**src/rtl/oc_pkg.sv**
```systemverilog
package oc_pkg;
  typedef enum logic [1:0] {
    OC_HOLD   = 2'b00,
    OC_TOGGLE = 2'b01,
    OC_CLEAR  = 2'b10,
    OC_SET    = 2'b11
  } oc_mode_e;

  function automatic logic oc_apply(oc_mode_e m, logic cur);
    case (m)
      OC_TOGGLE: return ~cur;
      OC_CLEAR:  return 1'b0;
      OC_SET:    return 1'b1;
      default:   return cur;
    endcase
  endfunction
endpackage

```
**src/rtl/oc_regfile.sv**
```systemverilog
module oc_regfile #(
  parameter int N_CH   = 4,
  parameter int CNT_W  = 10,
  parameter int BUS_W  = 8,
  parameter int ADDR_W = 4
) (
  input  logic                            clk_i,
  input  logic                            rst_ni,
  input  logic                            wr_i,
  input  logic                            rd_i,
  input  logic [ADDR_W-1:0]               addr_i,
  input  logic [BUS_W-1:0]                wdata_i,
  output logic [BUS_W-1:0]                rdata_o,
  input  logic [N_CH-1:0][CNT_W-1:0]      buf_i,
  input  logic [N_CH-1:0]                 flag_i,
  output logic [N_CH-1:0]                 ch_wr_o,
  output logic [CNT_W-1:0]                wval_o,
  output logic [N_CH-1:0]                 w1c_o,
  output logic [N_CH-1:0]                 ie_o,
  output logic [2*N_CH-1:0]               mode_o
);
  localparam int HI_W = CNT_W - BUS_W;
  localparam int CH_W = (N_CH > 1) ? $clog2(N_CH) : 1;
  localparam logic [ADDR_W-1:0] A_HI   = ADDR_W'(N_CH);
  localparam logic [ADDR_W-1:0] A_FLAG = ADDR_W'(N_CH + 1);
  localparam logic [ADDR_W-1:0] A_IE   = ADDR_W'(N_CH + 2);
  localparam logic [ADDR_W-1:0] A_MODE = ADDR_W'(N_CH + 3);

  logic [HI_W-1:0]   hi_q;
  logic [N_CH-1:0]   ie_q;
  logic [2*N_CH-1:0] mode_q;
  logic              sel_ch;
  logic [CH_W-1:0]   ch_idx;
  logic [CNT_W-1:0]  rd_val;

  assign sel_ch = addr_i < ADDR_W'(N_CH);
  assign ch_idx = addr_i[CH_W-1:0];
  assign rd_val = buf_i[ch_idx];
  assign wval_o = {hi_q, wdata_i};
  assign ie_o   = ie_q;
  assign mode_o = mode_q;

  always_comb begin
    for (int k = 0; k < N_CH; k++) ch_wr_o[k] = wr_i && (addr_i == ADDR_W'(k));
    w1c_o = (wr_i && addr_i == A_FLAG) ? wdata_i[N_CH-1:0] : '0;
  end

  always_ff @(posedge clk_i or negedge rst_ni) begin
    if (!rst_ni) begin
      hi_q   <= '0;
      ie_q   <= '0;
      mode_q <= '0;
    end else if (wr_i) begin
      case (addr_i)
        A_HI:    hi_q   <= wdata_i[HI_W-1:0];
        A_IE:    ie_q   <= wdata_i[N_CH-1:0];
        A_MODE:  mode_q <= wdata_i[2*N_CH-1:0];
        default: ;
      endcase
    end else if (rd_i && sel_ch) begin
      // low-byte read stages the upper bits for the next read
      hi_q <= rd_val[CNT_W-1:BUS_W];
    end
  end

  always_comb begin
    rdata_o = '0;
    if (sel_ch)                 rdata_o = rd_val[BUS_W-1:0];
    else if (addr_i == A_HI)    rdata_o = BUS_W'(hi_q);
    else if (addr_i == A_FLAG)  rdata_o = BUS_W'(flag_i);
    else if (addr_i == A_IE)    rdata_o = BUS_W'(ie_q);
    else if (addr_i == A_MODE)  rdata_o = BUS_W'(mode_q);
  end

  p_hi_load_r7: assert property (@(posedge clk_i) disable iff (!rst_ni)
    (rd_i && !wr_i && sel_ch) |=> hi_q == $past(rd_val[CNT_W-1:BUS_W]));

  p_hi_write_r8: assert property (@(posedge clk_i) disable iff (!rst_ni)
    (wr_i && addr_i == A_HI) |=> hi_q == $past(wdata_i[HI_W-1:0]));
endmodule

```
**src/rtl/oc_channel.sv**
```systemverilog
module oc_channel
  import oc_pkg::*;
#(
  parameter int CNT_W = 10
) (
  input  logic             clk_i,
  input  logic             rst_ni,
  input  logic             tick_i,
  input  logic [CNT_W-1:0] cnt_i,
  input  logic             pwm_i,
  input  logic             upd_i,
  input  logic             wr_i,
  input  logic [CNT_W-1:0] wval_i,
  input  oc_mode_e         mode_i,
  input  logic             force_i,
  input  logic             ack_i,
  input  logic             w1c_i,
  output logic [CNT_W-1:0] buf_o,
  output logic             flag_o,
  output logic             ocw_o
);
  logic [CNT_W-1:0] buf_q, act_q;
  logic             hit_q, flag_q, ocw_q;
  logic             eq, set_flag;

  assign eq       = (cnt_i == act_q);
  assign set_flag = tick_i && hit_q;
  assign buf_o    = buf_q;
  assign flag_o   = flag_q;
  assign ocw_o    = ocw_q;

  always_ff @(posedge clk_i or negedge rst_ni) begin
    if (!rst_ni) begin
      buf_q  <= '0;
      act_q  <= '0;
      hit_q  <= 1'b0;
      flag_q <= 1'b0;
      ocw_q  <= 1'b0;
    end else begin
      if (wr_i) buf_q <= wval_i;
      if (wr_i && !pwm_i)      act_q <= wval_i;
      else if (pwm_i && upd_i) act_q <= buf_q;
      // match is held until the next timer tick
      if (tick_i) hit_q <= eq;
      if (set_flag)            flag_q <= 1'b1;
      else if (ack_i || w1c_i) flag_q <= 1'b0;
      if (set_flag || force_i) ocw_q <= oc_apply(mode_i, ocw_q);
    end
  end

  p_flag_after_hit_r1: assert property (@(posedge clk_i) disable iff (!rst_ni)
    $rose(flag_q) |-> $past(tick_i && hit_q));

  p_ack_clear_r3: assert property (@(posedge clk_i) disable iff (!rst_ni)
    (ack_i && !set_flag) |=> !flag_q);

  p_w1c_clear_r4: assert property (@(posedge clk_i) disable iff (!rst_ni)
    (w1c_i && !set_flag) |=> !flag_q);

  p_pwm_hold_r5: assert property (@(posedge clk_i) disable iff (!rst_ni)
    (pwm_i && !upd_i) |=> $stable(act_q));

  p_pwm_commit_r5: assert property (@(posedge clk_i) disable iff (!rst_ni)
    (pwm_i && upd_i && !wr_i) |=> act_q == $past(buf_q));

  p_direct_r6: assert property (@(posedge clk_i) disable iff (!rst_ni)
    (wr_i && !pwm_i) |=> act_q == $past(wval_i));

  p_set_mode_r9: assert property (@(posedge clk_i) disable iff (!rst_ni)
    (set_flag && mode_i == OC_SET) |=> ocw_q);

  p_force_no_flag_r10: assert property (@(posedge clk_i) disable iff (!rst_ni)
    (force_i && !set_flag && !flag_q) |=> !flag_q);
endmodule

```
**src/rtl/oc_unit.sv**
```systemverilog
module oc_unit
  import oc_pkg::*;
#(
  parameter int N_CH          = 4,
  parameter int CNT_W         = 10,
  parameter int BUS_W         = 8,
  parameter int ADDR_W        = 4,
  parameter bit UPDATE_AT_TOP = 1'b1
) (
  input  logic              clk_i,
  input  logic              rst_ni,
  input  logic              tick_i,
  input  logic [CNT_W-1:0]  cnt_i,
  input  logic              top_i,
  input  logic              bot_i,
  input  logic              pwm_mode_i,
  input  logic              wr_i,
  input  logic              rd_i,
  input  logic [ADDR_W-1:0] addr_i,
  input  logic [BUS_W-1:0]  wdata_i,
  output logic [BUS_W-1:0]  rdata_o,
  input  logic [N_CH-1:0]   irq_ack_i,
  input  logic [N_CH-1:0]   force_i,
  output logic [N_CH-1:0]   irq_o,
  output logic [N_CH-1:0]   ocw_o
);
  logic [N_CH-1:0][CNT_W-1:0] buf_v;
  logic [N_CH-1:0]            flag_v, ch_wr, w1c, ie;
  logic [2*N_CH-1:0]          mode;
  logic [CNT_W-1:0]           wval;
  logic                       upd;

  generate
    if (UPDATE_AT_TOP) begin : g_upd_top
      assign upd = top_i;
    end else begin : g_upd_bot
      assign upd = bot_i;
    end
  endgenerate

  oc_regfile #(
    .N_CH(N_CH), .CNT_W(CNT_W), .BUS_W(BUS_W), .ADDR_W(ADDR_W)
  ) u_regs (
    .clk_i   (clk_i),
    .rst_ni  (rst_ni),
    .wr_i    (wr_i),
    .rd_i    (rd_i),
    .addr_i  (addr_i),
    .wdata_i (wdata_i),
    .rdata_o (rdata_o),
    .buf_i   (buf_v),
    .flag_i  (flag_v),
    .ch_wr_o (ch_wr),
    .wval_o  (wval),
    .w1c_o   (w1c),
    .ie_o    (ie),
    .mode_o  (mode)
  );

  for (genvar k = 0; k < N_CH; k++) begin : g_ch
    oc_channel #(.CNT_W(CNT_W)) u_ch (
      .clk_i   (clk_i),
      .rst_ni  (rst_ni),
      .tick_i  (tick_i),
      .cnt_i   (cnt_i),
      .pwm_i   (pwm_mode_i),
      .upd_i   (upd),
      .wr_i    (ch_wr[k]),
      .wval_i  (wval),
      .mode_i  (oc_mode_e'(mode[2*k +: 2])),
      .force_i (force_i[k]),
      .ack_i   (irq_ack_i[k]),
      .w1c_i   (w1c[k]),
      .buf_o   (buf_v[k]),
      .flag_o  (flag_v[k]),
      .ocw_o   (ocw_o[k])
    );
  end

  assign irq_o = flag_v & ie;

  p_irq_quiet_r2: assert property (@(posedge clk_i) disable iff (!rst_ni)
    (wr_i && addr_i == ADDR_W'(N_CH + 2) && wdata_i[N_CH-1:0] == '0) |=> irq_o == '0);
endmodule

```
**config.mk**
```make
export PLATFORM = sky130hd
export DESIGN_NAME = oc_unit
export DESIGN_NICKNAME = d
export VERILOG_FILES = /design/src/rtl/oc_pkg.sv /design/src/rtl/oc_regfile.sv /design/src/rtl/oc_channel.sv /design/src/rtl/oc_unit.sv
export SDC_FILE = /design/constraint.sdc
export NUM_CORES = 1
export LEC_CHECK = 0
export BUFFER_PORTS_ARGS = -buffer_cell sky130_fd_sc_hd__buf_4
export CAP_MARGIN = 30
export CORE_ASPECT_RATIO = 0.9
export CORE_MARGIN = 5
export CORE_UTILIZATION = 53
export DETAILED_ROUTE_END_ITERATION = 7
export PLACE_DENSITY = 0.84
export SLEW_MARGIN = 5
export SYNTH_ARGS = -nofsm -noshare
export SYNTH_HDL_FRONTEND = slang
export SYNTH_SLANG_ARGS = --single-unit
```
**constraint.sdc**
```tcl
create_clock -name clk_i -period 1.15 [get_ports clk_i]
set_input_delay 0.0575 -clock clk_i [delete_from_list [all_inputs] [get_ports clk_i]]
set_output_delay 0.0575 -clock clk_i [all_outputs]
set_load 0.01 [all_outputs]
```
After elaboration in Yosys (flattened, before gate mapping) --
Index checks and enable logic that the tools add are counted.
Word-level totals: output and inout port bits 16, register bits after elaboration 106
Operators by class: reduce and logical (&&, ||, !) cells 45, bitwise operators 5, multiplexer cells 31, equal/unequal tests 24, $lt $le $gt $ge 2
Operators by type and width (count):
- two-way mux 10 bit | 9
- == test 10 bit | 4
- two-way mux 8 bit | 5
- binary-select mux 10 bit (select 2 bit) | 1
- nonzero test 2 bit | 9
- == test 2 bit, second input constant | 8
- == test 4 x 3 -> 1 bit, second input constant | 4
- logical AND 1 bit | 15
- AND reduction 2 bit | 7
- case mux 1 bit (3 select lines) | 4
- nonzero test 3 bit | 4
- == test 2 x 1 -> 1 bit, second input constant | 4
- == test 4 x 2 -> 1 bit, second input constant | 2
- logical OR 1 bit | 8
- two-way mux 1 bit | 8
- two-way mux 2 bit | 3
- bitwise AND 4 bit | 1
- == test 4 x 1 -> 1 bit, second input constant | 1
- zero test 4 bit | 1
- less-than comparator 4 x 3 -> 1 bit, second input constant | 1
- two-way mux 4 bit | 1
- inverter 1 bit | 4
- less-than comparator 2 x 3 -> 1 bit, second input constant | 1
- inequality test 2 x 1 -> 1 bit, second input constant | 1
- zero test 1 bit | 1

Logic depth before layout (Yosys ltp) --
Gate-level depths: netlist (run 1).
depth after elaboration 6, depth in mapped cells 6

Modules after synthesis --
Synthesis (run 1) repeated with hierarchy kept, for this count alone.
Unflattened totals: cell total of the unflattened synthesis 527, area, all modules 6107.1 um2
By module, submodules not included:
- oc_channel | cells an instance 102, times used 4, seq. area each 575.6 um2, area each 1203.7 um2
- oc_regfile | cells an instance 115, times used 1, seq. area each 350.3 um2, area each 1267.5 um2
- oc_unit | cells an instance 4, times used 1, seq. area each 0.0 um2, area each 25.0 um2

Least setup slack after synthesis (run 1) --
No wires, ideal clock.
kind in2out, start point in addr_i[1], end point out rdata_o[2], buffers on the path 2, setup slack -0.164 ns, data required time 1.092 ns, stages 5, arrival time 1.256 ns, cells stage by stage buf_4 -> nor2b_1 -> clkbuf_1 -> a22oi_1 -> a211oi_1
Between the ends: word-level cells in the longest chain between the ends 6, elaborated cells on any way between the ends 12, classes of those cells order compare (1); eq/ne (4); mux (7)
Ends and longest elaborated chain:
- start: declaration | line oc_unit.sv:19 | input logic [ADDR_W-1:0] addr_i,
- == test 4 x 3 -> 1 bit | line oc_regfile.sv:72 | else if (addr_i == A_MODE) rdata_o = BUS_W'(mode_q);
- two-way mux 8 bit | line oc_regfile.sv:72
- two-way mux 8 bit | line oc_regfile.sv:71 | else if (addr_i == A_IE) rdata_o = BUS_W'(ie_q);
- two-way mux 8 bit | line oc_regfile.sv:70 | else if (addr_i == A_FLAG) rdata_o = BUS_W'(flag_i);
- two-way mux 8 bit | line oc_regfile.sv:69 | else if (addr_i == A_HI) rdata_o = BUS_W'(hi_q);
- two-way mux 8 bit (*) | line oc_regfile.sv:68 | if (sel_ch) rdata_o = rd_val[BUS_W-1:0];
- end: declaration | line oc_unit.sv:21 | output logic [BUS_W-1:0] rdata_o,
Mark *: on every way between the ends. The rest lies on a longest branch, timed or not. The select of a mux whose other input is x is not followed.

Worst setup path in the final report (run 1) --
start point reg g_ch[2].u_ch.buf_q[0], end point out rdata_o[0]
Between the ends: word-level cells in the longest chain between the ends 3
Ends and longest elaborated chain:
- start: declaration | line oc_channel.sv:22 | logic [CNT_W-1:0] buf_q, act_q;
- start signal: assignment | line oc_channel.sv:40 | if (wr_i) buf_q <= wval_i;
- binary-select mux 10 bit (select 2 bit) | line oc_regfile.sv:38 | assign rd_val = buf_i[ch_idx];
- two-way mux 10 bit (not written as such) | line oc_regfile.sv:38
- two-way mux 8 bit | line oc_regfile.sv:68
No other way between the ends. The select of a mux whose other input is x is not followed.

==> results of run 1 <==
[layout make-up]
class                           instances  area (um^2)
Multi-Input combinational cell        290         2670
Inverter                               10         37.5
Fill cell                             648         2940
Clock buffer                           10          229
Sequential cell                       106         2650
Clock inverter                          6         88.8
Tap cell                              129          161
Timing Repair Buffer                  160         1340
[through the flow]
step | setup slack (ns) | TNS [ns] | std cells | utilization, %
3_3_place_gp | -0.222 | -11.92 | 676 | 65.0
3_5_place_dp | -0.230 | -14.59 | 676 | 65.0
6_report | -0.518 | -3.91 | 711 | 70.9
2_1_floorplan | -0.114 | -5.17 | 449 | -
5_1_grt | -0.588 | -4.62 | 711 | 70.9
4_1_cts | -0.531 | -3.89 | 704 | 69.8
[sequential cells by signal (all words and copies together) (netlist names)]
signal	count
g_ch.u_ch.hit_q	4
u_regs.hi_q	2
g_ch.u_ch.ocw_o	4
g_ch.u_ch.flag_o	4
g_ch.u_ch.buf_o	40
u_regs.mode_o	8
u_regs.ie_o	4
g_ch.u_ch.act_q	40
[Yosys cell counts (all sizes together)]
cell type,number,area (um^2)
nand2b,8,50.1
buf,14,83.8
xnor2,40,350
o21ai,8,40.0
nor3b,1,12.5
nand3b,4,30.0
a21oi,17,100
nor2b,2,12.5
o31ai,4,30.0
o22ai,2,12.5
nor4b,2,32.5
or3b,1,8.76
a32o,4,40.0
and3,40,250
a21o,4,30.0
and2,8,50.1
a22oi,2,15.0
clkbuf,29,109
mux2,50,563
nor2,5,18.8
mux4,12,270
nand3,16,80.1
nand4,8,50.1
inv,10,37.5
nand2,4,25.0
mux2i,4,40.0
a221o,40,400
dfrtp,106,2650
nand4bb,1,11.3
and3b,1,8.76
a211oi,2,15.0
[worst reg2reg max path: cells and delay by family, from the launching register on]
family | cells | cell delay, ns
mux | 2 | 0.59
flops | 1 | 0.39
compound gates | 1 | 0.16
[layer usage]
| metal | share of wire (%) | routed length, um | global-route usage [%] | vias to the layer above |
|---|---|---|---|---|
| met5 | 0 | 0 | 0 | - |
| met4 | 4.2 | 724 | 12.0 | 0 |
| met3 | 9.7 | 1670 | 7.00 | 62 |
| met2 | 48 | 8370 | 45.6 | 306 |
| met1 | 38 | 6510 | 37.6 | 2298 |
| li1 | - | - | - | 1941 |
[layout by cell type, fill, tap and decap left out, drive strengths merged, types with 5 or more instances in the layout]
cell type,netlist,routed
buf,14,155
dfrtp,106,106
mux2,50,50
and3,40,40
a221o,40,40
xnor2,40,40
a21oi,17,17
nand3,16,16
mux4,12,12
inv,10,11
clkbuf,29,10
nand2b,8,8
nand4,8,8
o21ai,8,8
and2,8,8
dlygate4sd3,0,5
nor2,5,5
[kinds of logic (layout without fill, tap and decap cells)]
group | Yosys count | after routing | synth area share (%)
and+or+nand+nor | 101 | 101 | 11.8
muxes | 66 | 66 | 16.1
buffers and inverters | 53 | 186 | 4.24
DFF | 106 | 106 | 48.8
AOI/OAI and AO/OA | 83 | 83 | 12.6
xor gates and xnor gates | 40 | 40 | 6.45
[how the worst max path moves through the flow]
stage	end	slack [ns]	cells past startpoint	startpoint
after floorplan	g_ch[0].u_ch.act_q[0]	-0.11	4	addr_i[2]
after global placement	u_regs.mode_o[0]	-0.22	5	addr_i[3]
after detailed placement	u_regs.ie_o[0]	-0.23	4	addr_i[3]
after CTS	rdata_o[0]	-0.53	4	g_ch[2].u_ch.buf_o[0]
after global routing	rdata_o[0]	-0.59	4	u_regs.mode_o[0]
final	rdata_o[0]	-0.52	4	g_ch[2].u_ch.buf_o[0]
[where the power goes]
| group | switching [mW] | internal, mW |
|---|---|---|
| clock network | 1.43 | 1.91 |
| logic | 1.56 | 2.27 |
| registers | 0.704 | 4.65 |
[what timing repair did]
action	CTS	global route
setup buffers	9	7
setup endpoints to repair	15	17
endpoints found under the hold margin	110	0
gates resized for setup	15	9
pin swaps	3	4
gates cloned	0	0
hold buffers	5	0
==> flow_metrics.env, run 1 <==
export IMPL_fp_dieW_um=117
export IMPL_fp_dieH_um=106
export IMPL_leakage_nw=3.40
export IMPL_cp_arrival_ns=1.61
export IMPL_grt_overflow_total=0
export IMPL_final_cell_area_mm2=0.00718
export IMPL_hpwlAfterDp_mm=11.7
export IMPL_cts_sinks=106
export IMPL_ir_drop_mv=1.09
export IMPL_postRouteAntennaNets=0
export IMPL_gp_congestion=0.935
export IMPL_period_minus_slack_ns=1.67
export IMPL_max_cap_violations=0
export IMPL_cts_buffers=9
export IMPL_wl_per_cell_um=24.3
export IMPL_synth_area_mm2=0.00543
export IMPL_r2r_cells=3
export IMPL_fmax_ghz=0.600
export IMPL_clkTransAtPathRegs_ns=0.07
export IMPL_critPathKind="register to primary output"
export IMPL_r2r_start="g_ch[3].u_ch.buf_o[9]"
export IMPL_syn_num_nets=487
export IMPL_crit_slowest_cell="mux4_2"
export IMPL_drt_iter0_markers=438
export IMPL_post_route_period_util_pct=145
export IMPL_yosysSeqAreaShare_pct=48.8
export IMPL_fin_nets=615
export IMPL_r2r_slack_ns=-0.10
export IMPL_drt_total_wl_mm=17.3
export IMPL_antenna_found_initial=0
export IMPL_yosysUniqueCellTypes=37
export IMPL_core_area_mm2=0.0101
export IMPL_fin_skew_ns=0.00768
export IMPL_grt_max_degree=34
export IMPL_die_area_mm2=0.0124
export IMPL_dr_pass1_iters=5
export IMPL_crit_buf_inv=1
export IMPL_rows=35
export IMPL_portBuffers=52
export IMPL_maxSlewHeadroom_pct=56.5
export IMPL_vias=4607
export IMPL_htree_levels=3
export IMPL_grt_pass1_wl_mm=26.7
export IMPL_cts_tree="yes"
export IMPL_ioPinCount=54
export IMPL_placed_area_mm2=0.00658
export IMPL_critPathMaxStageDelay_ns=0.47
export IMPL_cp_max_fo=2
export IMPL_whs_endpoint="g_ch[2].u_ch.buf_o[7]"
export IMPL_grt_total_usage_pct=28.7
export IMPL_worstHoldPathCells=2
export IMPL_violations="setup timing"
export IMPL_syn2layout_area_growth_pct=32.1
export IMPL_drv_slew=0
export IMPL_finalPower_mw=12.5
export IMPL_vias_per_cell=6.48
export IMPL_synth_avg_cell_area_um2=12.1
export IMPL_finalWorstSetupSlack_ns=-0.518
export IMPL_cts_root_buf="clkbuf_16"
export IMPL_hold_viol=0
export IMPL_worstMarginPinSlew_ns=0.653
export IMPL_drcViolationCount=0
export IMPL_synth_warnings=0
export IMPL_worstReg2RegEnd="u_regs.hi_q[1]"
export IMPL_synth_seq_cells=106
export IMPL_critPathLaunchType="register"
export IMPL_initial_utilization_pct=53.7
export IMPL_status="complete, but fails checks"
export IMPL_rsz0062_at_grt="yes"
export IMPL_worstPathRequired_ns=1.09
export IMPL_drive_gt1_share_pct=44.5
export IMPL_setup_viol_count_final=16
export IMPL_num_antenna_cells=0
export IMPL_hold_slack_ns=0.00880
export IMPL_crit_family="multiplexers"
export IMPL_worstPathCellList="mux4_2 -> mux2i_1 -> nor2_1 -> buf_4"
export IMPL_grt_pass1_vias=4795
export IMPL_min_from="wdata_i[7]"
export IMPL_power_density_mw_per_mm2=1750
export IMPL_hp_class="input port to register"
export IMPL_insertion_delay_ns=0.35
export IMPL_synthesis_instances=449
export IMPL_clock_path_buffers=2
export IMPL_end_kind="primary output"
(Power assumes the default switching activity.)
==> run 2: changes to the inputs <==
Settings changed: ABC_AREA set to 1, CORE_UTILIZATION 53 to 54, PLACE_DENSITY 0.84 to 0.85, SKIP_CTS_REPAIR_TIMING set to 1.
==> run 2 against run 1 <==
Compared with the run above:
- the run ends with hold timing, setup timing left
- combinational power down 33%
- clock power down 7.8%
- via count up 20%
- non-clock buffer count down 27
- critical path depth up 1
- sequential share of layout area up 0.76 points
- clock-buffer cell count up 1
- total power down 13%
- synthesized area up 1.8%
- setup slack better by 0.30 ns
- sequential power down 2%
- global-route usage down 2.5 points
- critical endpoint unchanged
- largest cell class is now registers
- largest power group unchanged
- highest routed layer unchanged
==> flow_metrics.env, run 2 <==
export IMPL_syn2layout_area_growth_pct=27.1
export IMPL_crit_buf_inv=1
export IMPL_synth_top_cell_by_area="dfrtp_1"
export IMPL_grt_total_usage_pct=26.2
export IMPL_synth_avg_cell_area_um2=7.13
export IMPL_drt_iter0_markers=653
export IMPL_crit_family="flip-flops"
export IMPL_clock_path_buffers=2
export IMPL_setup_viol_count_final=9
export IMPL_htree_levels=3
export IMPL_hpwlAfterDp_mm=11.7
export IMPL_clkTransAtPathRegs_ns=0.07
export IMPL_yosysUniqueCellTypes=21
export IMPL_ys_flop_type="dfrtp_1"
export IMPL_async_reset_ff_share_pct=100
export IMPL_pwr_share_seq_pct=48.1
export IMPL_ioPinCount=54
export IMPL_vias=5551
export IMPL_status="complete, but fails checks"
export IMPL_post_route_period_util_pct=119
export IMPL_hold_viol=2
export IMPL_grt_max_degree=41
export IMPL_preCtsSetupSlack_ns=-0.0449
export IMPL_p_int_mw=7.46
export IMPL_synth_warnings=0
export IMPL_critPathMaxStageDelay_ns=0.42
export IMPL_combPwrFrac_pct=23.6
export IMPL_postRouteAntennaNets=0
export IMPL_yosysSeqAreaShare_pct=48.0
export IMPL_final_common_cell="nand2_1"
export IMPL_period_minus_slack_ns=1.37
export IMPL_wl_per_cell_um=15.8
export IMPL_critPathKind="register to primary output"
export IMPL_violations="hold timing, setup timing"
export IMPL_final_core_util_pct=69.5
export IMPL_initial_utilization_pct=54.7
export IMPL_worstPathCellList="nand2_1 -> a21oi_2 -> o21ai_1 -> nand3_1 -> buf_6"
export IMPL_hold_slack_ns=-0.00114
export IMPL_cts_buffers=9
export IMPL_grt_pass1_vias=4905
export IMPL_vias_per_cell=5.42
export IMPL_antenna_found_initial=0
export IMPL_final_cell_mix="333 x nand2_1, 106 x dfrtp_1, 105 x buf_4, 94 x nand3_1, 68 x inv_1"
export IMPL_cp_max_fo=3
export IMPL_drt_total_wl_mm=16.2
export IMPL_syn_num_nets=814
export IMPL_fp_dieW_um=117
export IMPL_drive_gt1_share_pct=17.1
export IMPL_n_fill_cell=796
export IMPL_synth_area_mm2=0.00553
export IMPL_fin_skew_ns=0.00915
export IMPL_portBuffers=52
export IMPL_hp_class="input port to register"
export IMPL_gp_congestion=0.958
export IMPL_cts_tree="yes"
export IMPL_p_sw_share_pct=31.6
export IMPL_cts_sinks=106
export IMPL_yosysTopAreaCellShare_pct=48.0
export IMPL_insertion_delay_ns=0.35
export IMPL_cp_arrival_ns=1.31
export IMPL_grt_overflow_total=0
export IMPL_worstMarginPinSlew_ns=0.341
export IMPL_power_density_mw_per_mm2=1550
export IMPL_cts_root_buf="clkbuf_16"
export IMPL_end_kind="primary output"
export IMPL_num_antenna_cells=0
export IMPL_maxSlewHeadroom_pct=77.2
export IMPL_max_cap_violations=0
export IMPL_fin_cells=1024
export IMPL_dr_pass1_iters=5
export IMPL_rsz0062_at_grt="yes"
export IMPL_critPathLaunchType="register"
export IMPL_synthTopCellsByCount="341 x nand2_1, 106 x dfrtp_1, 94 x nand3_1, 70 x inv_1, 63 x o21ai_0"
export IMPL_core_area_mm2=0.0101
export IMPL_setup_tns_ns=-1.01
export IMPL_worstPathRequired_ns=1.09
export IMPL_synth_seq_cells=106
export IMPL_grt_pass1_wl_mm=25.3
export IMPL_placedCellCount=970
export IMPL_synthesis_instances=776
export IMPL_drcViolationCount=0
export IMPL_die_area_mm2=0.0124
export IMPL_finalPower_mw=10.9
export IMPL_drv_slew=0
export IMPL_synthTopCellsByArea="dfrtp_1 48%, nand2_1 23%, nand3_1 8.5%"
export IMPL_rows=35
export IMPL_synth_edf_count=0
export IMPL_ir_drop_mv=0.843
export IMPL_finalWorstSetupSlack_ns=-0.218
export IMPL_fp_dieH_um=106
export IMPL_crit_slowest_cell="dfrtp_1"
export IMPL_fin_nets=928
export IMPL_leakage_nw=3.72
export IMPL_synth_most_common_cell="nand2_1"
export IMPL_p_clk_share_pct=28.3
export IMPL_fmax_ghz=0.731
export IMPL_p_sw_mw=3.45
run 2: worst paths after layout:
check,startpoint,to,slack (ns),depth (start not counted)
setup / recovery,g_ch[1].u_ch.buf_o[0],rdata_o[0],-0.22,5
hold / removal,wdata_i[1],g_ch[2].u_ch.act_q[1],-0.001,3
setup reg to reg,g_ch[1].u_ch.act_q[7],g_ch[1].u_ch.hit_q,0.04,5
hold reg to reg,g_ch[0].u_ch.hit_q,g_ch[0].u_ch.hit_q,0.49,2
max in group asynchronous,rst_ni,g_ch[0].u_ch.buf_o[0],0.51,3
min in group asynchronous,rst_ni,g_ch[2].u_ch.hit_q,0.14,2
run 2: routing by layer:
metal  up-vias  wire length, um  track usage (%)
li1       2656                -                -
met1      2592             6860             38.5
met2       266             7420             38.8
met3        37             1380             3.98
met4         0              522             10.6
met5         -                0                0
run 2: power groups by stage:
stage                     clock network (mW)  logic [mW]  registers, mW
after floorplan                            0        1.45           5.01
after global placement                     0        2.06           5.27
after detailed placement                   0        2.14           5.30
after CTS                               3.09        2.17           5.24
after global routing                    3.22        2.90           5.35
final                                   3.09        2.57           5.25
run 2: tightest hold or removal path, delay by kind of cell:
family	cells	cell delay, ns
AND/OR/NAND/NOR	2	0.13
buffers and inverters	1	0.13
run 2: area by class of cell:
| type | count | area, um^2 | share of cell area [%] |
|---|---|---|---|
| Sequential cell | 106 | 2650 | 37.7 |
| Multi-Input combinational cell | 566 | 2490 | 35.4 |
| Timing Repair Buffer | 133 | 1150 | 16.4 |
| Inverter | 74 | 278 | 3.95 |
| Clock buffer | 11 | 233 | 3.31 |
| Tap cell | 129 | 161 | 2.30 |
| Clock inverter | 5 | 62.6 | 0.890 |
run 2: kinds of logic (layout without fill, tap and decap cells):
kind of cell,after synthesis,after routing,synth area share [%]
buffers and inverters,104,223,7.56
and+or+nand+nor,481,481,35.8
DFF,106,106,48.0
xor gates and xnor gates,15,15,2.38
AOI/OAI and AO/OA,70,70,6.33
run 2: through the flow:
step	hold slack [ns]	cell area (um^2)
detailed placement	-0.0380	6350
global placement	-0.0402	6350
CTS	-0.405	6650
global route	0.0124	7030
finish	-0.00114	7030
floorplan	-0.238	5530
